$ cat src/rtl/seg_fetch.sv
module seg_fetch #(
  parameter int FIFO_DEPTH = 4
) (
  input  logic        clk,
  input  logic        rst_n,
  input  logic        ent_valid,
  output logic        ent_ready,
  input  logic [63:0] ent_data,
  input  logic        ent_last,
  output logic        rd_req_valid,
  input  logic        rd_req_ready,
  output logic [39:0] rd_req_addr,
  input  logic        rd_rsp_valid,
  input  logic [31:0] rd_rsp_data,
  output logic        word_valid,
  input  logic        word_ready,
  output logic [31:0] word_data,
  output logic [39:0] get_addr,
  output logic [39:0] put_addr,
  output logic [39:0] main_get,
  output logic        non_main,
  output logic        list_done,
  output logic        idle
);
  localparam int ADDR_W = 40;
  localparam int LEN_W  = 21;
  localparam int SLOT_W = ADDR_W + LEN_W + 2;
  localparam int PTR_W  = $clog2(FIFO_DEPTH);
  localparam int CNT_W  = $clog2(FIFO_DEPTH + 1);

  typedef enum logic [1:0] {S_RUN, S_WAIT, S_OUT} state_t;

  logic [SLOT_W-1:0] slot_mem [FIFO_DEPTH];
  logic [PTR_W-1:0]  wr_ptr, rd_ptr;
  logic [CNT_W-1:0]  cnt;
  state_t            state;
  logic [ADDR_W-1:0] get_q, put_q, mget_q;
  logic              nm_q, done_q;
  logic [31:0]       word_q;

  logic              unused_bits;
  assign unused_bits = ent_data[63] ^ ent_data[40];

  logic [SLOT_W-1:0] head;
  logic [ADDR_W-1:0] head_addr;
  logic [LEN_W-1:0]  head_len;
  logic              head_nm, head_last;
  assign head = slot_mem[rd_ptr];
  assign {head_last, head_len, head_nm, head_addr} = head;

  logic push, load, drained;
  assign ent_ready = cnt != CNT_W'(FIFO_DEPTH);
  assign push      = ent_valid && ent_ready;
  assign drained   = get_q == put_q;
  assign load      = state == S_RUN && drained && cnt != '0;

  assign rd_req_valid = state == S_RUN && !drained;
  assign rd_req_addr  = get_q;
  assign word_valid   = state == S_OUT;
  assign word_data    = word_q;
  assign get_addr     = get_q;
  assign put_addr     = put_q;
  assign main_get     = mget_q;
  assign non_main     = nm_q;
  assign list_done    = done_q;
  assign idle         = state == S_RUN && drained && cnt == '0;

  function automatic logic [PTR_W-1:0] bump(input logic [PTR_W-1:0] p);
    return (p == PTR_W'(FIFO_DEPTH - 1)) ? '0 : p + 1'b1;
  endfunction

  always_ff @(posedge clk) begin
    if (push) slot_mem[wr_ptr] <= {ent_last, ent_data[62:42], ent_data[41], ent_data[39:0]};
  end

  always_ff @(posedge clk) begin
    if (!rst_n) begin
      wr_ptr <= '0;
      rd_ptr <= '0;
      cnt    <= '0;
    end else begin
      if (push) wr_ptr <= bump(wr_ptr);
      if (load) rd_ptr <= bump(rd_ptr);
      if (push && !load)      cnt <= cnt + 1'b1;
      else if (load && !push) cnt <= cnt - 1'b1;
    end
  end

  always_ff @(posedge clk) begin
    if (!rst_n) begin
      state  <= S_RUN;
      get_q  <= '0;
      put_q  <= '0;
      mget_q <= '0;
      nm_q   <= 1'b0;
      done_q <= 1'b0;
      word_q <= '0;
    end else begin
      done_q <= load && head_last;
      case (state)
        S_RUN: begin
          if (load) begin
            get_q <= head_addr;
            put_q <= head_addr + ADDR_W'({head_len, 2'b00});
            nm_q  <= head_nm;
          end else if (rd_req_valid && rd_req_ready) begin
            state <= S_WAIT;
          end
        end
        S_WAIT: begin
          if (rd_rsp_valid) begin
            word_q <= rd_rsp_data;
            get_q  <= get_q + ADDR_W'(4);
            if (!nm_q) mget_q <= get_q + ADDR_W'(4);
            state  <= S_OUT;
          end
        end
        S_OUT: begin
          if (word_ready) state <= S_RUN;
        end
        default: state <= S_RUN;
      endcase
    end
  end

  assert_put_frozen_R2: assert property (@(posedge clk) disable iff (!rst_n)
    (get_q != put_q) |=> $stable(put_q));

  assert_get_step_R3: assert property (@(posedge clk) disable iff (!rst_n)
    (state == S_WAIT && rd_rsp_valid) |=> get_q == $past(get_q) + ADDR_W'(4));

  assert_main_hold_R4: assert property (@(posedge clk) disable iff (!rst_n)
    nm_q |=> $stable(mget_q));

  assert_one_read_R5: assert property (@(posedge clk) disable iff (!rst_n)
    (rd_req_valid && rd_req_ready) |=> !rd_req_valid);

  assert_word_hold_R6: assert property (@(posedge clk) disable iff (!rst_n)
    (word_valid && !word_ready) |=> word_valid && $stable(word_data));

  assert_zero_skip_R7: assert property (@(posedge clk) disable iff (!rst_n)
    (load && head_len == '0) |=> !rd_req_valid);

  assert_idle_quiet_R8: assert property (@(posedge clk) disable iff (!rst_n)
    idle |-> !rd_req_valid && !word_valid);
endmodule

$ cat config.mk
export PLATFORM = sky130hd
export DESIGN_NAME = seg_fetch
export DESIGN_NICKNAME = d
export VERILOG_FILES = /design/src/rtl/seg_fetch.sv
export SDC_FILE = /design/constraint.sdc
export NUM_CORES = 1
export LEC_CHECK = 0
export BUFFER_PORTS_ARGS = -buffer_cell sky130_fd_sc_hd__buf_4
export CAP_MARGIN = 20
export CELL_PAD_IN_SITES_DETAIL_PLACEMENT = 1
export CELL_PAD_IN_SITES_GLOBAL_PLACEMENT = 2
export CORE_MARGIN = 3
export CORE_UTILIZATION = 41
export DETAILED_ROUTE_END_ITERATION = 16
export HOLD_SLACK_MARGIN = 0.02
export PLACE_DENSITY_LB_ADDON = 0.1
export SLEW_MARGIN = 20
export SYNTH_ARGS = -nofsm -noshare
export SYNTH_HDL_FRONTEND = slang
export SYNTH_SLANG_ARGS = --single-unit
export TNS_END_PERCENT = 30
$ cat constraint.sdc
create_clock -name clk -period 13.9 [get_ports clk]
set_input_delay 3.475 -clock clk [delete_from_list [all_inputs] [get_ports clk]]
set_output_delay 3.475 -clock clk [all_outputs]
set_load 0.01 [all_outputs]
== After elaboration in Yosys (flattened, before gate mapping) ==
Memories as Yosys holds them, arrays and structs flattened. A register that Yosys moved wholly into a read port is not among the register bits.
Cells that the tools add are included.

* Input bits: 103
* Memory bits (read-only): 0
* Word-level logic and storage cells: 67
* RAM bits: 252
* Output and inout port bits: 198
* Memories: 1
* Register bits after elaboration: 163
* Bits in latches: 0

{| class="wikitable"
|+ Memory list
! memory !! words !! bits a word !! rd ports !! clocked after Yosys merged registers in !! write ports !! line !! text
|-
| slot_mem || 4 || 63 || 1 || 1 || 1 || 33 || <nowiki>logic [SLOT_W-1:0] slot_mem [FIFO_DEPTH];</nowiki>
|}

* Mux-type cells: 16
* Add/subtract/negate cells: 6
* $mul: 0
* Bitwise gates (word level): 1
* Reduce and logical (&&, ||, !) cells: 22
* Divide/modulo/power cells: 0
* Shift-type cells: 0
* Order comparisons: 0
* Equality and inequality tests: 11

{| class="wikitable"
|+ Operators with widths
! operator !! number
|-
| two-way mux 40 bit || 2
|-
| case mux 40 bit (2 select lines) || 1
|-
| adder 40 x 23 -> 40 bit || 1
|-
| adder 40 x 3 -> 40 bit (second input constant) || 1
|-
| == test 40 bit || 1
|-
| two-way mux 2 bit || 8
|-
| logical AND 1 bit || 9
|-
| == test 2 bit (second input constant) || 3
|-
| two-way mux 3 bit || 2
|-
| != test 2 bit (second input constant) || 3
|-
| case mux 2 bit (3 select lines) || 1
|-
| AND reduction 3 bit || 2
|-
| adder 2 x 1 -> 2 bit (second input constant) || 2
|-
| != test 2 x 1 -> 1 bit (second input constant) || 2
|-
| AND reduction 2 bit || 2
|-
| AND reduction 4 bit || 1
|-
| nonzero test 2 bit || 2
|-
| adder 3 x 1 -> 3 bit (second input constant) || 1
|-
| zero test 1 bit || 3
|-
| zero test 3 bit || 1
|-
| != test 3 bit (second input constant) || 1
|-
| nonzero test 3 bit || 1
|-
| subtractor 3 x 1 -> 3 bit (second input constant) || 1
|-
| == test 2 x 1 -> 1 bit (second input constant) || 1
|-
| other kinds (3) || 4
|}

== Logic depth before layout (Yosys ltp) ==
* Depth after elaboration: 7
* Depth in mapped cells: 16
* Mapped depth without buffers: 12

== Worst setup path before layout ==
No wires, ideal clock.

* Path kind: input port to flip-flop
* Start point: in ent_valid
* End point: mem slot_mem[2][0] (netlist bit), enable pin
* Setup time: 0.428 ns
* Path buffers: 0
* Cell stages on the path: 1
* Path slack: 8.465 ns
* Data arrival time: 5.007 ns
* Data required time: 13.472 ns
* Cells stage by stage: and3_1

* Cells in the longest elaborated chain, start to end: 3

{| class="wikitable"
|+ RTL lines
! element !! line !! text
|-
| start: declaration || 6 || <nowiki>input logic ent_valid,</nowiki>
|-
| logical AND 1 bit || 53 || <nowiki>assign push = ent_valid && ent_ready;</nowiki>
|-
| two-way mux 1 bit || 73 || <nowiki>if (push) slot_mem[wr_ptr] <= {ent_last, ent_data[62:42], ent_data[41], ent_data[39:0]};</nowiki>
|-
| two-way mux 1 bit (not written as such) || 73 ||
|-
| end: declaration || 33 ||
|}

No other way between the ends.

== Worst setup path after layout ==
* Start point: reg get_q[13] (netlist: get_addr[13])
* End point: out idle

* Cells in the longest elaborated chain, start to end: 3

{| class="wikitable"
|+ RTL lines
! element !! line !! text
|-
| start: declaration || 37 || <nowiki>logic [ADDR_W-1:0] get_q, put_q, mget_q;</nowiki>
|-
| start signal: assignment || 103 || <nowiki>get_q <= head_addr;</nowiki>
|-
| start signal: assignment || 113 || <nowiki>get_q <= get_q + ADDR_W'(4);</nowiki>
|-
| == test 40 bit || 54 || <nowiki>assign drained = get_q == put_q;</nowiki>
|-
| logical AND 1 bit (2 in series) || 66 || <nowiki>assign idle = state == S_RUN && drained && cnt == '0;</nowiki>
|-
| end: declaration || 23 || <nowiki>output logic idle</nowiki>
|}

No other way between the ends.

==> flow_metrics.tcl <==
set metrics [dict create \
    max_freq_mhz 154.5 \
    gp_congestion 0.8048 \
    wl_um 55410 \
    synth_area_leader_cell "edfxtp_1" \
    slew_violations 0 \
    hold_slack_ns 0.4548 \
    cts_buffers 47 \
    p_per_area_nw_per_um2 202.1 \
    crit_arrival_ns 3.00 \
    drc 0 \
    synth.area.top_cells "edfxtp_1, dfxtp_1, mux4_2" \
    drt-initial-drc-count 988 \
    synth_edf_count 252 \
    port_buffers 298 \
    htreeDepth 2 \
    cts_sinks 417 \
    p_seq_share_pct 38.6 \
    outcome "complete, no violations" \
    grt_pass1_vias 13166 \
    cts_buffer_depth 3 \
    grt_max_degree 75 \
    synth.cell_area_sq_um 18460 \
    area_delta_synth_final_pct 21.51 \
    layout-drive-gt1-share_pct 26.10 \
    max_slew_margin_pct 29.65 \
    dp_cells 2317 \
    ys.flop_type "edfxtp_1" \
    fp.dieH_um 218.2 \
    grt_pass1_wl_um 82920 \
    worst_setup_path_start_kind "register" \
    start_util_pct 41.64 \
    vias 13051 \
    finalCritPeriodShare_pct 46.55 \
    p_comb_share_pct 34.7 \
    worst_slew_pin_slew_ns 1.047 \
    final_util_pct 50.60 \
    num-fill-cells 4646 \
    fin_nets 1907 \
    place_area_sq_um 20900 \
    p_sw_mw 1.698 \
    avgSynthCellArea_sq_um 11.91 \
    antenna_cells 0 \
    finalSetupViolCount 0 \
    ys_warn_count 0 \
    final_common_cell "buf_4" \
    hold_path_class "register to register" \
    peakVddDrop_mv 0.1176 \
    final_cells 2404 \
    synth_fp_nets 1682 \
    synth-seq-cells 417 \
    hold_viol_final 0 \
    rows 77 \
    die-area_sq_um 47590 \
    wl_per_cell_um 23.05 \
    synth_top_area_share_pct 41.00 \
    skew_ns 0.03326 \
    multiInputGateArea_sq_um 6832 \
    maxCapViolCount 0 \
    grt_use_total_pct 23.02 \
    endpoint_kind "primary output" \
    cts-resized-gates 0 \
    p_int_mw 2.834 \
    finalPower_mw 4.532 \
    clock_latency_ns 0.60 \
    synthCells 1549 \
    via_per_inst 5.429 \
    hold_buffers 0 \
    core-area_sq_um 44320 \
    io_pins 301 \
    fp.dieW_um 218.2 \
    root_buffer "clkbuf_16" \
    pwr-share-clk_pct 26.7 \
    fin_setup_tns_ns 0 \
    fin_crit_ns 6.471 \
    post-place-ws_ns 7.959 \
    final_area_sq_um 22430 \
    worstPathMaxFanout 9 \
    antenna_found_initial 0 \
    cts_tree "built" \
    post_cts_buffers 0 \
    clkTransAtPathRegs_ns 0.06 \
    seqCellArea_sq_um 10880 \
    overflow 0 \
    async_flop_share_pct 0 \
    dp_hpwl_um 39090 \
    cp.required_ns 10.43 \
    final.setup.worst_slack_ns 7.429 \
    rsz0062_at_grt "no" \
    crit_type "register to primary output" \
    dr.pass1.iters 5 \
    mostFrequentLayoutCells "buf_4, edfxtp_1, nand2_1" \
    yosysSeqAreaShare_pct 58.90 \
    drt.antenna.violating_nets 0 \
    p_leak_nw 8.345 \
    synthDistinctLibCells 65 \
    p_sw_share_pct 37.47 \
]
[final timing paths]
check	startpoint	to	slack, ns	cells past startpoint
hold reg to reg	word_data[25]	word_data[25]	0.45	2
setup / recovery	get_addr[13]	idle	7.43	7
setup reg to reg	register	put_addr[24]	9.02	10
hold / removal	word_data[25]	word_data[25]	0.45	2
[routing by layer]
layer  GRT usage [%]  vias to the layer above  part of all wire (%)
li1                -                     6155                     -
met1           33.76                     6480                    47
met5               0                        -                     0
met4           6.414                        0                   2.4
met3           3.351                       66                   5.1
met2           35.90                      350                    46
[critical path, cell delays in order, from the launching register on]
cell and delay (ns):
dfxtp_1 0.61, xor2_1 0.12, nor4_1 0.50, nand4_1 0.27, nor3_1 0.56, nand2_1 0.10
nor2_1 0.12, buf_4 0.13
[registers in the layout (all words and copies together), names as in the netlist, 2 cells and up, named ones only]
| register | flops |
|---|---|
| wr_ptr | 2 |
| put_addr | 40 |
| main_get | 40 |
| word_data | 32 |
| slot_mem | 252 |
| cnt | 3 |
| state | 2 |
| rd_ptr | 2 |
| get_addr | 40 |
[area by class of cell]
class / instances / share of cell area, %
well taps: 592 / 3.303
multi-input cells: 970 / 30.46
repair buffers: 315 / 10.55
inverters: 23 / 0.3961
clock inverters: 29 / 1.233
flip-flops and latches: 417 / 48.50
clock buffers: 58 / 5.563
[synthesized netlist by cell type (all sizes together), types with 6 or more instances]
master,number
a211oi,40
a21o,11
a21oi,126
a22o,6
a31oi,11
and2,8
and3,15
buf,60
clkbuf,79
dfxtp,165
edfxtp,252
ha,28
inv,23
mux4,63
nand2,208
nand2b,12
nand3,21
nand3b,6
nand4,23
nor2,98
nor3,23
nor4,18
o2111ai,6
o211ai,10
o21ai,47
o31ai,14
or3,11
xnor2,24
xor2,67
[cells by family after synthesis]
logic type | synth area share, %
compound gates | 10.43
xor+xnor | 4.319
fa+ha+maj | 2.115
buf+inv | 4.251
flops | 58.90
mux | 8.122
simple gates | 11.86
[power by group through the flow]
stage / Sequential [mW] / Clock [mW] / Combinational (mW)
2_1_floorplan: 1.71 / 0 / 0.972
3_3_place_gp: 1.76 / 0 / 1.56
3_5_place_dp: 1.78 / 0 / 1.58
4_1_cts: 1.75 / 1.24 / 1.59
5_1_grt: 1.78 / 1.30 / 1.72
6_report: 1.75 / 1.21 / 1.57
Power figures use the tool's default switching activity.
